==> src/rtl/spi_rf_pkg.sv <==
package spi_rf_pkg;
  localparam int WORD_W = 16;
  localparam int DATA_W = WORD_W - 2;
  localparam int ADDR_W = 7;
  localparam int IDX_W  = ADDR_W - 1;

  typedef enum logic [1:0] {
    PEND_NONE  = 2'd0,
    PEND_REG   = 2'd1,
    PEND_BURST = 2'd2
  } pend_e;
endpackage

==> src/rtl/spi_edge_sync.sv <==
module spi_edge_sync #(
  parameter int STAGES = 2
) (
  input  logic clk,
  input  logic rst,
  input  logic sclk,
  input  logic cs_n,
  input  logic mosi,
  output logic sclk_rise,
  output logic sclk_fall,
  output logic cs_rise,
  output logic cs_active,
  output logic mosi_bit
);
  localparam int TOP = STAGES - 1;

  logic [STAGES-1:0] s_sclk, s_cs, s_mosi;
  logic sclk_d, cs_d;

  always_ff @(posedge clk) begin
    if (rst) begin
      s_sclk <= '1;
      s_cs   <= '1;
      s_mosi <= '0;
      sclk_d <= 1'b1;
      cs_d   <= 1'b1;
    end else begin
      s_sclk <= {s_sclk[STAGES-2:0], sclk};
      s_cs   <= {s_cs[STAGES-2:0], cs_n};
      s_mosi <= {s_mosi[STAGES-2:0], mosi};
      sclk_d <= s_sclk[TOP];
      cs_d   <= s_cs[TOP];
    end
  end

  assign sclk_rise = s_sclk[TOP] & ~sclk_d;
  assign sclk_fall = ~s_sclk[TOP] & sclk_d;
  assign cs_rise   = s_cs[TOP] & ~cs_d;
  assign cs_active = ~s_cs[TOP];
  assign mosi_bit  = s_mosi[TOP];
endmodule

==> src/rtl/spi_frame_engine.sv <==
module spi_frame_engine
  import spi_rf_pkg::*;
#(
  parameter int FRAME_W = WORD_W
) (
  input  logic               clk,
  input  logic               rst,
  input  logic               sclk_rise,
  input  logic               sclk_fall,
  input  logic               cs_rise,
  input  logic               cs_active,
  input  logic               mosi_bit,
  input  logic [FRAME_W-1:0] load_word,
  output logic               load_req,
  output logic               frame_done,
  output logic [FRAME_W-1:0] frame_cmd,
  output logic [$clog2(FRAME_W)-1:0] bit_cnt,
  output logic               miso
);
  localparam int CNT_W = $clog2(FRAME_W);
  localparam logic [CNT_W-1:0] LAST_BIT = CNT_W'(FRAME_W - 1);

  logic [FRAME_W-1:0] rx_q, tx_q;

  // First falling edge of a frame fetches the response word.
  assign load_req = cs_active && sclk_fall && (bit_cnt == '0);

  always_ff @(posedge clk) begin
    if (rst) begin
      bit_cnt    <= '0;
      rx_q       <= '0;
      tx_q       <= '0;
      frame_cmd  <= '0;
      frame_done <= 1'b0;
    end else begin
      frame_done <= 1'b0;
      if (cs_rise) begin
        bit_cnt <= '0;
      end else if (cs_active) begin
        if (sclk_fall) begin
          if (bit_cnt == '0) tx_q <= load_word;
          else               tx_q <= {tx_q[FRAME_W-2:0], 1'b0};
        end
        if (sclk_rise) begin
          rx_q <= {rx_q[FRAME_W-2:0], mosi_bit};
          if (bit_cnt == LAST_BIT) begin
            frame_cmd  <= {rx_q[FRAME_W-2:0], mosi_bit};
            frame_done <= 1'b1;
            bit_cnt    <= '0;
          end else begin
            bit_cnt <= bit_cnt + 1'b1;
          end
        end
      end
    end
  end

  assign miso = tx_q[FRAME_W-1];
endmodule

==> src/rtl/spi_reg_bank.sv <==
module spi_reg_bank
  import spi_rf_pkg::*;
#(
  parameter int NUM_OUT  = 11,
  parameter int OUT_BASE = 1,
  parameter int NUM_CFG  = 8,
  parameter int CFG_BASE = 13
) (
  input  logic                        clk,
  input  logic                        rst,
  input  logic                        smp_valid,
  input  logic [NUM_OUT*DATA_W-1:0]   smp_data,
  input  logic                        status_any,
  input  logic [IDX_W-1:0]            rd_idx,
  input  logic                        rd_take,
  input  logic                        wr_en,
  input  logic [ADDR_W-1:0]           wr_addr,
  input  logic [7:0]                  wr_byte,
  output logic [WORD_W-1:0]           rd_word,
  output logic [NUM_CFG*WORD_W-1:0]   cfg_words,
  output logic [NUM_OUT-1:0]          nd_vec
);
  logic [DATA_W-1:0] out_data [NUM_OUT];
  logic [7:0]        cfg_lo   [NUM_CFG];
  logic [7:0]        cfg_hi   [NUM_CFG];
  logic [IDX_W-1:0]  wr_idx;

  assign wr_idx = wr_addr[ADDR_W-1:1];

  always_ff @(posedge clk) begin
    if (rst) begin
      nd_vec <= '0;
      for (int i = 0; i < NUM_OUT; i++) out_data[i] <= '0;
    end else begin
      for (int i = 0; i < NUM_OUT; i++) begin
        if (smp_valid) begin
          out_data[i] <= smp_data[i*DATA_W +: DATA_W];
          nd_vec[i]   <= 1'b1;
        end else if (rd_take && rd_idx == IDX_W'(OUT_BASE + i)) begin
          nd_vec[i]   <= 1'b0;
        end
      end
    end
  end

  always_ff @(posedge clk) begin
    if (rst) begin
      for (int c = 0; c < NUM_CFG; c++) begin
        cfg_lo[c] <= '0;
        cfg_hi[c] <= '0;
      end
    end else if (wr_en) begin
      for (int c = 0; c < NUM_CFG; c++) begin
        if (wr_idx == IDX_W'(CFG_BASE + c)) begin
          if (wr_addr[0]) cfg_hi[c] <= wr_byte;
          else            cfg_lo[c] <= wr_byte;
        end
      end
    end
  end

  generate
    for (genvar g = 0; g < NUM_CFG; g++) begin : g_cfg
      assign cfg_words[g*WORD_W +: WORD_W] = {cfg_hi[g], cfg_lo[g]};
    end
  endgenerate

  always_comb begin
    rd_word = '0;
    for (int i = 0; i < NUM_OUT; i++)
      if (rd_idx == IDX_W'(OUT_BASE + i)) rd_word = {nd_vec[i], status_any, out_data[i]};
    for (int c = 0; c < NUM_CFG; c++)
      if (rd_idx == IDX_W'(CFG_BASE + c)) rd_word = {cfg_hi[c], cfg_lo[c]};
  end
endmodule

==> src/rtl/spi_byte_regs.sv <==
module spi_byte_regs
  import spi_rf_pkg::*;
#(
  parameter int NUM_OUT     = 11,
  parameter int NUM_CFG     = 8,
  parameter int CFG_BASE    = 13,
  parameter int BURST_ADDR  = 'h3E,
  parameter int SYNC_STAGES = 2
) (
  input  logic                        clk,
  input  logic                        rst,
  input  logic                        sclk,
  input  logic                        cs_n,
  input  logic                        mosi,
  output logic                        miso,
  input  logic                        smp_valid,
  input  logic [NUM_OUT*DATA_W-1:0]   smp_data,
  input  logic                        status_any,
  output logic [NUM_CFG*WORD_W-1:0]   cfg_words
);
  localparam int OUT_BASE = 1;
  localparam logic [IDX_W-1:0]  FIRST_IDX = IDX_W'(OUT_BASE);
  localparam logic [IDX_W-1:0]  LAST_IDX  = IDX_W'(OUT_BASE + NUM_OUT - 1);
  localparam logic [ADDR_W-1:0] BURST_A   = ADDR_W'(BURST_ADDR);

  logic sclk_rise, sclk_fall, cs_rise, cs_active, mosi_bit;
  logic load_req, frame_done;
  logic [WORD_W-1:0] frame_cmd, rd_word, load_word;
  logic [$clog2(WORD_W)-1:0] bit_cnt;
  logic [NUM_OUT-1:0] nd_vec;

  pend_e            pend_kind;
  logic [IDX_W-1:0] pend_idx;
  logic             cur_burst;
  logic             rd_take, wr_en;
  logic [ADDR_W-1:0] cmd_addr;

  spi_edge_sync #(.STAGES(SYNC_STAGES)) u_sync (
    .clk(clk), .rst(rst), .sclk(sclk), .cs_n(cs_n), .mosi(mosi),
    .sclk_rise(sclk_rise), .sclk_fall(sclk_fall), .cs_rise(cs_rise),
    .cs_active(cs_active), .mosi_bit(mosi_bit)
  );

  spi_frame_engine #(.FRAME_W(WORD_W)) u_frame (
    .clk(clk), .rst(rst), .sclk_rise(sclk_rise), .sclk_fall(sclk_fall),
    .cs_rise(cs_rise), .cs_active(cs_active), .mosi_bit(mosi_bit),
    .load_word(load_word), .load_req(load_req), .frame_done(frame_done),
    .frame_cmd(frame_cmd), .bit_cnt(bit_cnt), .miso(miso)
  );

  assign cmd_addr  = frame_cmd[WORD_W-2 -: ADDR_W];
  assign rd_take   = load_req && (pend_kind != PEND_NONE);
  assign load_word = (pend_kind == PEND_NONE) ? '0 : rd_word;
  assign wr_en     = frame_done && !cur_burst && frame_cmd[WORD_W-1];

  spi_reg_bank #(
    .NUM_OUT(NUM_OUT), .OUT_BASE(OUT_BASE), .NUM_CFG(NUM_CFG), .CFG_BASE(CFG_BASE)
  ) u_bank (
    .clk(clk), .rst(rst), .smp_valid(smp_valid), .smp_data(smp_data),
    .status_any(status_any), .rd_idx(pend_idx), .rd_take(rd_take),
    .wr_en(wr_en), .wr_addr(cmd_addr), .wr_byte(frame_cmd[7:0]),
    .rd_word(rd_word), .cfg_words(cfg_words), .nd_vec(nd_vec)
  );

  // Pending response: what the next frame's first falling edge sends.
  always_ff @(posedge clk) begin
    if (rst) begin
      pend_kind <= PEND_NONE;
      pend_idx  <= '0;
      cur_burst <= 1'b0;
    end else if (cs_rise) begin
      cur_burst <= 1'b0;
      if (pend_kind == PEND_BURST) pend_kind <= PEND_NONE;
    end else if (load_req) begin
      case (pend_kind)
        PEND_REG: begin
          pend_kind <= PEND_NONE;
          cur_burst <= 1'b0;
        end
        PEND_BURST: begin
          cur_burst <= 1'b1;
          if (pend_idx == LAST_IDX) pend_kind <= PEND_NONE;
          else                      pend_idx  <= pend_idx + 1'b1;
        end
        default: cur_burst <= 1'b0;
      endcase
    end else if (frame_done && !cur_burst) begin
      if (frame_cmd[WORD_W-1]) begin
        pend_kind <= PEND_NONE;
      end else if (cmd_addr == BURST_A) begin
        pend_kind <= PEND_BURST;
        pend_idx  <= FIRST_IDX;
      end else begin
        pend_kind <= PEND_REG;
        pend_idx  <= cmd_addr[ADDR_W-1:1];
      end
    end
  end
endmodule

==> config.mk <==
export PLATFORM = sky130hd
export DESIGN_NAME = spi_byte_regs
export DESIGN_NICKNAME = d
export VERILOG_FILES = /design/src/rtl/spi_rf_pkg.sv /design/src/rtl/spi_edge_sync.sv /design/src/rtl/spi_frame_engine.sv /design/src/rtl/spi_reg_bank.sv /design/src/rtl/spi_byte_regs.sv
export SDC_FILE = /design/constraint.sdc
export NUM_CORES = 1
export LEC_CHECK = 0
export CORE_ASPECT_RATIO = 1.4
export CORE_MARGIN = 2
export CORE_UTILIZATION = 32
export CTS_CLUSTER_SIZE = 8
export DETAILED_ROUTE_END_ITERATION = 8
export GPL_ROUTABILITY_DRIVEN = 0
export HOLD_SLACK_MARGIN = 0.12
export SETUP_SLACK_MARGIN = 0.5
export SLEW_MARGIN = 20
export SYNTH_ARGS = -nofsm -noshare
export SYNTH_HDL_FRONTEND = slang
export SYNTH_SLANG_ARGS = --single-unit
==> constraint.sdc <==
create_clock -name clk -period 8.3 [get_ports clk]
set_input_delay 2.49 -clock clk [delete_from_list [all_inputs] [get_ports clk]]
set_output_delay 2.49 -clock clk [all_outputs]
set_load 0.05 [all_outputs]
==> results of run 1 <==
==> layer usage <==
layer / track usage / routed length, um
met5: 0 / 13
met4: 0.1140 / 3400
met3: 0.04165 / 5241
met2: 0.3768 / 29450
met1: 0.2653 / 22650
==> area by class of cell <==
class | count | area, um^2 | area share
Sequential cell | 362 | 10070 | 0.4694
Inverter | 26 | 97.59 | 0.004549
Clock buffer | 81 | 1389 | 0.06474
Multi-Input combinational cell | 1015 | 6011 | 0.2802
Timing Repair Buffer | 305 | 3010 | 0.1403
Clock inverter | 4 | 61.31 | 0.002858
Tap cell | 650 | 813.3 | 0.03791
==> layout by cell type (no fill, tap or decap), types with 7 or more instances in the layout <==
cell / synthesis / routed
a211o_1: 7 / 7
a211oi_1: 21 / 21
a21oi_1: 87 / 87
a221oi_1: 26 / 26
a22oi_1: 23 / 23
a31oi_1: 10 / 10
a32oi_1: 8 / 8
and2_1: 145 / 145
and3_1: 10 / 10
buf_4: 4 / 17
clkbuf_1: 80 / 30
clkbuf_16: 0 / 51
clkdlybuf4s50_1: 0 / 288
dfxtp_1: 80 / 80
edfxtp_1: 282 / 282
inv_1: 26 / 26
nand2_1: 140 / 140
nand2b_1: 27 / 27
nand3_1: 27 / 27
nand3b_1: 12 / 12
nand4_1: 12 / 12
nor2_1: 159 / 157
nor2b_1: 27 / 27
nor3_1: 21 / 21
nor4_1: 11 / 11
o211ai_1: 20 / 20
o21ai_0: 54 / 54
o221ai_1: 19 / 19
o22ai_1: 24 / 24
o31ai_1: 9 / 9
or2_2: 8 / 7
==> through the flow <==
stage | power, W | setup WS (ps) | hold slack (ps)
floorplan | 0.002258 | 2744 | 389.5
global placement | 0.002429 | 3377 | 406.4
detailed placement | 0.002431 | 3312 | 404.4
CTS | 0.004329 | 3855 | 413.3
global route | 0.004420 | 3669 | 438.0
finish | 0.004311 | 3870 | 405.2
==> cell families after synthesis <==
kind of cell             Yosys count
adder cells (fa/ha/maj)            6
buffers and inverters            139
flip-flops                       362
AO/OA/AOI/OAI                    363
multiplexers                       3
XOR/XNOR                           3
AND/OR/NAND/NOR                  640
==> state kept, by name (all words and copies together) (netlist names), 4 cells and up <==
register	flops
u_bank.cfg_lo	64
u_bank.nd_vec	11
pend_idx	6
u_frame.frame_cmd	16
u_frame.tx_q	16
u_frame.rx_q	15
u_bank.cfg_hi	64
u_frame.bit_cnt	4
u_bank.out_data	154
==> path summary, 6_finish.rpt <==
check	slack, ps	cells past startpoint	endpoint	startpoint
max	3870	1	cfg_words[66]	u_bank.cfg_lo[1][2]
min reg2reg	410	1	u_sync.s_cs[1]	u_sync.s_cs[0]
min	410	1	u_sync.s_cs[1]	u_sync.s_cs[0]
max reg2reg	4690	6	u_frame.tx_q[13]	pend_idx[4]
==> where the power goes <==
group          internal, W  switching [W]  total [W]  leakage (nW)
clock network      0.00114       0.000780    0.00192         0.691
registers          0.00205      0.0000512    0.00210          3.62
logic             0.000127       0.000166   0.000293          2.93
total              0.00331       0.000996    0.00431          7.25
==> impl_results.md, run 1 <==
* Boundary Pins at 290
* Die Span X at 196.6 um
* First-pass GRT wire length at 87.70 mm
* Main combinational cell family by area after synthesis: simple AND/OR/NAND/NOR gates
* Slowest cell on the critical path: clkdlybuf4s50_1
* Vias in the first global route at 13,521
* Top cells by area, synth: edfxtp_1 51%, dfxtp_1 9.6%, and2_1 5.5%, nor2_1 3.6%, nand2_1 3.2%
* HP Class: register to register
* Syn Nets at 1,683
* CTS Root Buffer Type: clkbuf_16
* Worst Path Required at 5810 ps
* H-tree depth at 2
* Total gr overflow at 0
* PortBufs at 289
* Fillers at 4,939
* Initial antenna violation count at 1
* RSZ-0062 raised after global routing: no
* Routed WL at 60.76 mm
* CP bufs+invs at 1
* Synth cell types at 84
* Final min period at 4430 ps
* Largest area contributor in the netlist: edfxtp_1
* Area share of and/or/nand/nor cells after synthesis at 0.2017
* Rel. slew slack at 0.3031
* Adder-cell share of the synthesized area at 0.004516
* Dpl cell area at 0.01999 mm^2
* Gate Count Post-Synth at 1,516
* Clock transition at path regs at 60 ps
* VDD IR max at 0.1283 mV
* CTS tree: yes
* Number of synthesized flops with an enable pin at 282
* Die area at 0.05381 mm^2
* Bufs on Longest Clock Path at 3
* Post-synthesis compound-gate area fraction at 0.1493
* Core Area at 0.05125 mm^2
* Crit path DAT at 1940 ps
* Syn. warnings at 0
* Seq/Total Area, Yosys at 0.6058
* Sink Count at 362
* Period utilisation layout at 0.5337
* Postcts setup bufs at 0
* Post-Layout Cell Count at 2,443
* XOR/XNOR Fraction of Synth Area at 0.001581
* Critical-path cell list: clkdlybuf4s50_1
* Clock Latency Late Sink at 590 ps
* Asr flop ratio synth at 0
* Die H at 273.7 um
* Endpoint class of the critical path: output pin
* Nets at 1,928
* Post-placement cell count at 2,358
* Synth Flop Type: edfxtp_1
* Cell row count at 98
* Synth top cells by count: 282 x edfxtp_1, 159 x nor2_1, 145 x and2_1
* CTS Buf Count at 51
* Hold Buf Count CTS at 0
* Max-slew violations at 0
* # DRC at 0
* Critical path peak fanout at 3
* DR pass1 iterations at 8
* Ant diodes at 0
* Leak at 7.245 nW
* Final Cell Area at 0.02145 mm^2
* Pin slew with the least headroom to its limit at 1036 ps
* Top-count cell post-synth: edfxtp_1
* #FFs+latches synth at 362
* Area Overhead vs Synth at 29.05%
* Crit path largest cell delay at 860 ps
* Endpoints failing setup at 0
* Avg Inst Size Synth at 10.97 um^2
* Share of cells above drive strength 1 at 0.06079
* Multiplexer share of the synthesized area at 0.002183
* Number of gates resized after CTS at 0
* Post-synth top area share at 0.5094
* Starting DRT DRC Count at 1,673
* Global Route Usage Sum at 0.2207
* WS Path Type: register to output pin
* Vias at 13,753
* ANT nets after route at 0
* Max cap viols at 0
* Synthesized cell area at 0.01662 mm^2
* Setup_tns at 0 ps
* Largest net degree at the start of global routing at 102
* Peak Freq at 225.7 MHz
* WL/cell at 24.87 um
* Routed vias/inst at 5.630
* CP delay by family, top: buffers and inverters
* PwrDens at 201.0 mW/mm^2
* HPWL after DPL at 45.00 mm
* Final design utilization at 0.4185
* Status: finished clean
* Startpoint Class: register
* Hold Fails Final Rpt at 0
* Worst-case clock skew at 34.13 ps
* Initial Utilization at 0.3243
(Power assumes the default switching activity.)
==> inputs of run 2 (changes only) <==
Clock period 8.3 ns to 3.7 ns, I/O delays scaled along.
==> run 2 against run 1 <==
Compared with the run above:
- combinational power rose by 130%
- first-iteration DRC count is 3.5% lower
- die area unchanged
- count of clock-buffer cells in the layout grew 10
- non-clock buffer count grew 42
- cell count rose by 2.1%
- worst setup slack worse by 3300 ps
- global-route usage is 0.37 points higher
- critical endpoint is now u_frame.tx_q[15]
==> impl_results.md, run 2 (same netlist as run 1, synthesis figures left out) <==
* Status: finished clean
* Final min period at 3150 ps
* Clock transition at path regs at 60 ps (about the same)
* Worst R2R Path Depth at 9 (+3)
* Initial Utilization at 0.3243 (unchanged)
* CP delay by family, top: simple AND/OR/NAND/NOR gates
* Die Span X at 196.6 um (unchanged)
* VDD IR max at 0.2811 mV (+120%)
* Sink Count at 362 (unchanged)
* Worst Path Required at 4160 ps (-1650 ps)
* Worst slack, placed at 620.0 ps (-2692 ps)
* Routed WL at 62.16 mm (+2.3%)
* Pin slew with the least headroom to its limit at 1041 ps (+5.479 ps)
* Crit path largest cell delay at 680 ps (-180 ps)
* Rel. slew slack at 0.3011 (-0.001942)
* Fillers at 4,837 (-2.1%)
* Worst-case hold path end point: u_sync.s_cs[1]
* Max-slew violations at 0 (unchanged)
* Worst R2R Setup Slack at 550 ps (-4140 ps)
* Starting DRT DRC Count at 1,614 (-3.5%)
* Endpoint class of the critical path: register
* Largest register by flop count: u_bank.out_data
* CTS Root Buffer Type: clkbuf_16
* H-tree depth at 2 (unchanged)
* PwrDens at 446.0 mW/mm^2 (+120%)
* Commonest non-fill, non-tap cells in the layout: 288 x clkdlybuf4s50_1, 282 x edfxtp_1, 157 x nor2_1, 145 x and2_1, 140 x nand2_1
* CTS Buf Count at 51 (unchanged)
* HPWL after DPL at 47.79 mm (+6.2%)
* Ant diodes at 0 (unchanged)
* Post-Layout Cell Count at 2,494 (+2.1%)
* DR pass1 iterations at 8 (unchanged)
* CTS tree: yes
* Total gr overflow at 0 (unchanged)
* Clock Latency Late Sink at 580 ps (about the same)
* Critical-path cell list: inv_1, ha_2, buf_4, nor2_1, nor2b_1, a2111oi_0, nand3_1, nor4_1, nor4_1
* Vias at 14,006 (+1.8%)
* Vias in the first global route at 13,576 (+0.41%)
* Leading cell type in the layout, fill and taps excluded: clkdlybuf4s50_1
* Share of cells above drive strength 1 at 0.08351 (+0.02272)
* WL/cell at 24.92 um (+0.21%)
* Routed vias/inst at 5.616 (-0.24%)
* Period utilisation layout at 0.8514
* Boundary Pins at 290 (unchanged)
* Area Overhead vs Synth at 31.69%
* Startpoint Class: register
* Cell row count at 98 (unchanged)
* # DRC at 0 (unchanged)
* Peak Freq at 317.4 MHz
* RR Startpoint: pend_idx[0]
* Initial antenna violation count at 0 (-1)
* Largest net degree at the start of global routing at 65 (-36%)
* First-pass GRT wire length at 88.70 mm (+1.1%)
* Worst-case clock skew at 37.12 ps (+2.987 ps)
* Final worst slack at 549.7 ps (-3320 ps)
* ANT nets after route at 0 (unchanged)
* Hold Fails Final Rpt at 0 (unchanged)
* Post-placement cell count at 2,398 (+1.7%)
* Global Route Usage Sum at 0.2244 (+0.003705)
* RSZ-0062 raised after global routing: no
* Die area at 0.05381 mm^2 (unchanged)
* Biggest regs: u_bank.out_data: 154 flops, u_bank.cfg_hi: 64 flops, u_bank.cfg_lo: 64 flops
* Bufs on Longest Clock Path at 3 (unchanged)
* HP Class: register to register
* Dpl cell area at 0.02038 mm^2 (+1.9%)
* Most used cell, CP: nor4_1
* Leak at 7.490 nW (+3.4%)
* Core Area at 0.05125 mm^2 (unchanged)
* Die H at 273.7 um (unchanged)
* Critical path peak fanout at 28 (+25)
* CP bufs+invs at 2 (+1)
* Reg2reg end: u_frame.tx_q[15]
* WS Path Type: register to register
* Max reg flops at 154 (unchanged)
* Slowest cell on the critical path: a2111oi_0
* Hold Path Depth at 1 (unchanged)
* Max cap viols at 0 (unchanged)
* Crit path DAT at 3610 ps (+1670 ps)
* Final Cell Area at 0.02189 mm^2 (+2.1%)
* Nets at 1,970 (+2.2%)
* Endpoints failing setup at 0 (unchanged)
* Setup_tns at 0 ps (unchanged)
* Hold Crit Start: u_sync.s_cs[0]
* PortBufs at 289 (unchanged)
[run 2: changes by cell type in the layout (fill, tap and decap cells not counted), sizes merged]
cell	previous run	this run
clkbuf	81	91
buf	17	59
inv	28	27
[run 2: layout make-up]
| type | instances | area (um^2) | area share |
|---|---|---|---|
| multi-input combinational | 1015 | 6017 | 0.2748 |
| timing repair buffer | 347 | 3413 | 0.1559 |
| sequential | 362 | 10070 | 0.4600 |
| clock inverter | 3 | 33.78 | 0.001543 |
| tap | 650 | 813.3 | 0.03715 |
| clock buffer | 91 | 1448 | 0.06613 |
| inverter | 26 | 97.59 | 0.004458 |
[run 2: how the worst max path moves through the flow]
| stage | start | end | slack (ps) | cells after the start |
|---|---|---|---|---|
| after floorplan | rst | u_bank.out_data[0][0] | 530 | 4 |
| after global placement | pend_idx[0] | u_frame.tx_q[12] | 650 | 10 |
| after detailed placement | pend_idx[0] | u_frame.tx_q[12] | 620 | 10 |
| after CTS | pend_idx[0] | u_frame.tx_q[12] | 600 | 10 |
| after global routing | pend_idx[0] | u_frame.tx_q[15] | 470 | 9 |
| final | pend_idx[0] | u_frame.tx_q[15] | 550 | 9 |
[run 2: repair_timing]
item | CTS | global route
hold buffers | 0 | 0
resized for setup | 0 | 3
buffers inserted | 0 | 2
setup endpoints to repair | 0 | 3
[run 2: power breakdown]
group | internal (W) | total, W | switching [W]
combinational | 0.000300 | 0.000672 | 0.000372
sequential | 0.00461 | 0.00476 | 0.000157
clock | 0.00262 | 0.00433 | 0.00171
[run 2: routing by layer]
layer | track usage | routed length, um | vias to the layer above
met1 | 0.2715 | 22600 | 6699
li1 | - | - | 6185
met4 | 0.1258 | 4005 | 0
met3 | 0.03980 | 5825 | 184
met5 | 0 | 0 | -
met2 | 0.3784 | 29730 | 938
[run 2: through the flow]
stage	total power, W	hold slack, ps	utilization
floorplan	0.005064	389.5	-
global placement	0.005513	427.5	0.3976
detailed placement	0.005514	405.5	0.3976
CTS	0.009812	424.1	0.4265
global route	0.01001	447.7	0.4271
finish	0.009764	424.4	0.4271
[run 2: worst register-to-register path, delay by kind of cell (launching register included)]
kind | cells | cell delay [ps]
flops | 1 | 410
compound gates | 1 | 680
simple gates | 5 | 1210
buf+inv | 2 | 410
fa+ha+maj | 1 | 320
==> inputs of run 3 (changes only) <==
Settings changed: CAP_MARGIN set to 20, GPL_ROUTABILITY_DRIVEN 0 to not set, SETUP_SLACK_MARGIN 0.5 to not set.
==> run 3 against run 2 <==
Compared with the run above:
- via count fell by 1.7%
- flip-flop and latch count did not move
- global-route usage rose by 0.50 points
- register-to-register slack improved by 70 ps
- critical path type is now register to output pin
- utilization fell by 0.15 points
- cell count fell by 0.12%
- sequential power barely moved
- clock skew fell by 1.4 ps
==> impl_results.md, run 3 (same netlist as run 1, synthesis figures left out) <==
* Worst Path Required at 2590 ps (-1570 ps)
* Status: finished clean
* WL/cell at 25.33 um (+1.6%)
* Die H at 273.7 um (unchanged)
* PwrDens at 447.0 mW/mm^2 (+0.21%)
* Worst slack, placed at 739.7 ps (+119.7 ps)
* Cell row count at 98 (unchanged)
* Crit path DAT at 1980 ps (-1630 ps)
* Routed vias/inst at 5.529 (-1.6%)
* Setup_tns at 0 ps (unchanged)
* Clock Latency Late Sink at 590 ps (about the same)
* Postcts setup bufs at 0 (unchanged)
* Hold Fails Final Rpt at 0 (unchanged)
* Worst-case clock skew at 35.72 ps (-1.400 ps)
* Leading cell type in the layout, fill and taps excluded: clkdlybuf4s50_1
* DR pass1 iterations at 5 (-3)
* Max reg flops at 154 (unchanged)
* Boundary Pins at 290 (unchanged)
* Hold Crit Start: u_sync.s_cs[0]
* Endpoints failing setup at 0 (unchanged)
* Max cap viols at 0 (unchanged)
* CTS Root Buffer Type: clkbuf_16
* Core Area at 0.05125 mm^2 (unchanged)
* Hold Path Depth at 1 (unchanged)
* Final min period at 3088 ps (-62.10 ps)
* Vias at 13,772 (-1.7%)
* Critical-path cell list: clkdlybuf4s50_1
* Worst-case hold path end point: u_sync.s_cs[1]
* Pin slew with the least headroom to its limit at 1137 ps (+95.54 ps)
* HP Class: register to register
* Logic pwr share at 0.068 (about the same)
* RR Startpoint: pend_idx[4]
* Hold Buf Count CTS at 0 (unchanged)
* CP delay by family, top: buffers and inverters
* CTS Buf Count at 51 (unchanged)
* Endpoint class of the critical path: output pin
* Total gr overflow at 0 (unchanged)
* Initial antenna violation count at 0 (unchanged)
* Routed WL at 63.10 mm (+1.5%)
* First-pass GRT wire length at 90.39 mm (+1.9%)
* Final worst slack at 611.8 ps (+62.10 ps)
* CP bufs+invs at 1 (-1)
* Vias in the first global route at 13,748 (+1.3%)
* Biggest regs: u_bank.out_data: 154 flops, u_bank.cfg_hi: 64 flops, u_bank.cfg_lo: 64 flops
* Slowest cell on the critical path: clkdlybuf4s50_1
* Startpoint Class: register
* WS Path Type: register to output pin
* Global Route Usage Sum at 0.2294 (+0.004962)
* Crit path largest cell delay at 870 ps (+190 ps)
* Nets at 1,969 (-0.051%)
* Switching pwr at 0.002277 W (+1.6%)
* Net Sw Frac at 0.2336 (+0.003947)
* Bufs on Longest Clock Path at 3 (unchanged)
* Initial Utilization at 0.3243 (unchanged)
* Period utilisation layout at 0.8347 (-0.01678)
* Die area at 0.05381 mm^2 (unchanged)
* PortBufs at 289 (unchanged)
* Die Span X at 196.6 um (unchanged)
* Rel. slew slack at 0.2405 (-0.06060)
* Share of cells above drive strength 1 at 0.08148 (-0.002037)
* Starting DRT DRC Count at 1,272 (-21%)
* Area Overhead vs Synth at 31.24%
* Reg2reg end: u_frame.tx_q[15]
* Clock transition at path regs at 50 ps (about the same)
* Largest net degree at the start of global routing at 141 (+120%)
* Commonest non-fill, non-tap cells in the layout: 288 x clkdlybuf4s50_1, 282 x edfxtp_1, 157 x nor2_1, 145 x and2_1, 140 x nand2_1
* # DRC at 0 (unchanged)
* Internal power at 0.007474 W (-0.64%)
* ANT nets after route at 0 (unchanged)
* Peak Freq at 323.8 MHz (+2.0%)
* Largest register by flop count: u_bank.out_data
* Leak at 7.459 nW (-0.42%)
* Critical path peak fanout at 3 (-89%)
* Sink Count at 362 (unchanged)
* Number of gates resized after CTS at 0 (unchanged)
* Share of power burned in registers at 0.488 (about the same)
* GPL Wtd Cong at 0.9805
* Clock share of power at 0.445 (about the same)
* HPWL after DPL at 48.25 mm (+0.96%)
* CTS tree: yes
* VDD IR max at 0.2978 mV (+5.9%)
* WHS at 416.6 ps (-7.752 ps)
* Ant diodes at 0 (unchanged)
* Worst R2R Setup Slack at 620 ps (+70 ps)
* H-tree depth at 2 (unchanged)
* RSZ-0062 raised after global routing: no
* Worst R2R Path Depth at 6 (-3)
* Max-slew violations at 0 (unchanged)
-- run 3: layout make-up --
| type | count | area, um^2 |
|---|---|---|
| tap | 650 | 813.3 |
| timing repair buffer | 346 | 3356 |
| clock inverter | 4 | 61.31 |
| clock buffer | 88 | 1415 |
| fill | 4866 | 29440 |
| multi-input combinational | 1015 | 6005 |
| sequential | 362 | 10070 |
| inverter | 26 | 97.59 |
-- run 3: worst max-delay path by stage --
stage	startpoint	to	slack, ps	depth (start not counted)
after floorplan	rst	u_bank.out_data[0][0]	290	4
after global placement	u_frame.bit_cnt[0]	u_frame.tx_q[0]	740	7
after detailed placement	pend_idx[4]	u_frame.tx_q[15]	740	6
after CTS	u_bank.cfg_lo[0][5]	cfg_words[5]	600	1
after global routing	pend_idx[1]	u_frame.tx_q[6]	460	8
final	u_bank.cfg_lo[0][3]	cfg_words[3]	610	1
-- run 3: layer usage --
layer,track usage,vias to the layer above,wire length [um]
li1,-,6170,-
met1,0.2773,6613,23970
met2,0.3836,798,30250
met3,0.03388,189,4490
met4,0.1466,2,4349
met5,0,-,32
-- run 3: power by group through the flow --
| stage | Combinational (W) | Clock [W] | Sequential [W] |
|---|---|---|---|
| after global routing | 0.000696 | 0.00456 | 0.00476 |
| after global placement | 0.000661 | 0 | 0.00483 |
| final | 0.000659 | 0.00434 | 0.00476 |
| after CTS | 0.000667 | 0.00438 | 0.00475 |
| after detailed placement | 0.000666 | 0 | 0.00483 |
| after floorplan | 0.000151 | 0 | 0.00491 |
-- run 3: per-stage QoR --
step	util	instance area, um^2	total power [W]	instances
after floorplan	-	16630	0.005063	1516
after global placement	0.3968	20340	0.005495	2399
after detailed placement	0.3968	20340	0.005498	2399
after CTS	0.4256	21810	0.009801	2491
after global routing	0.4257	21820	0.01002	2491
final	0.4257	21820	0.009751	2491
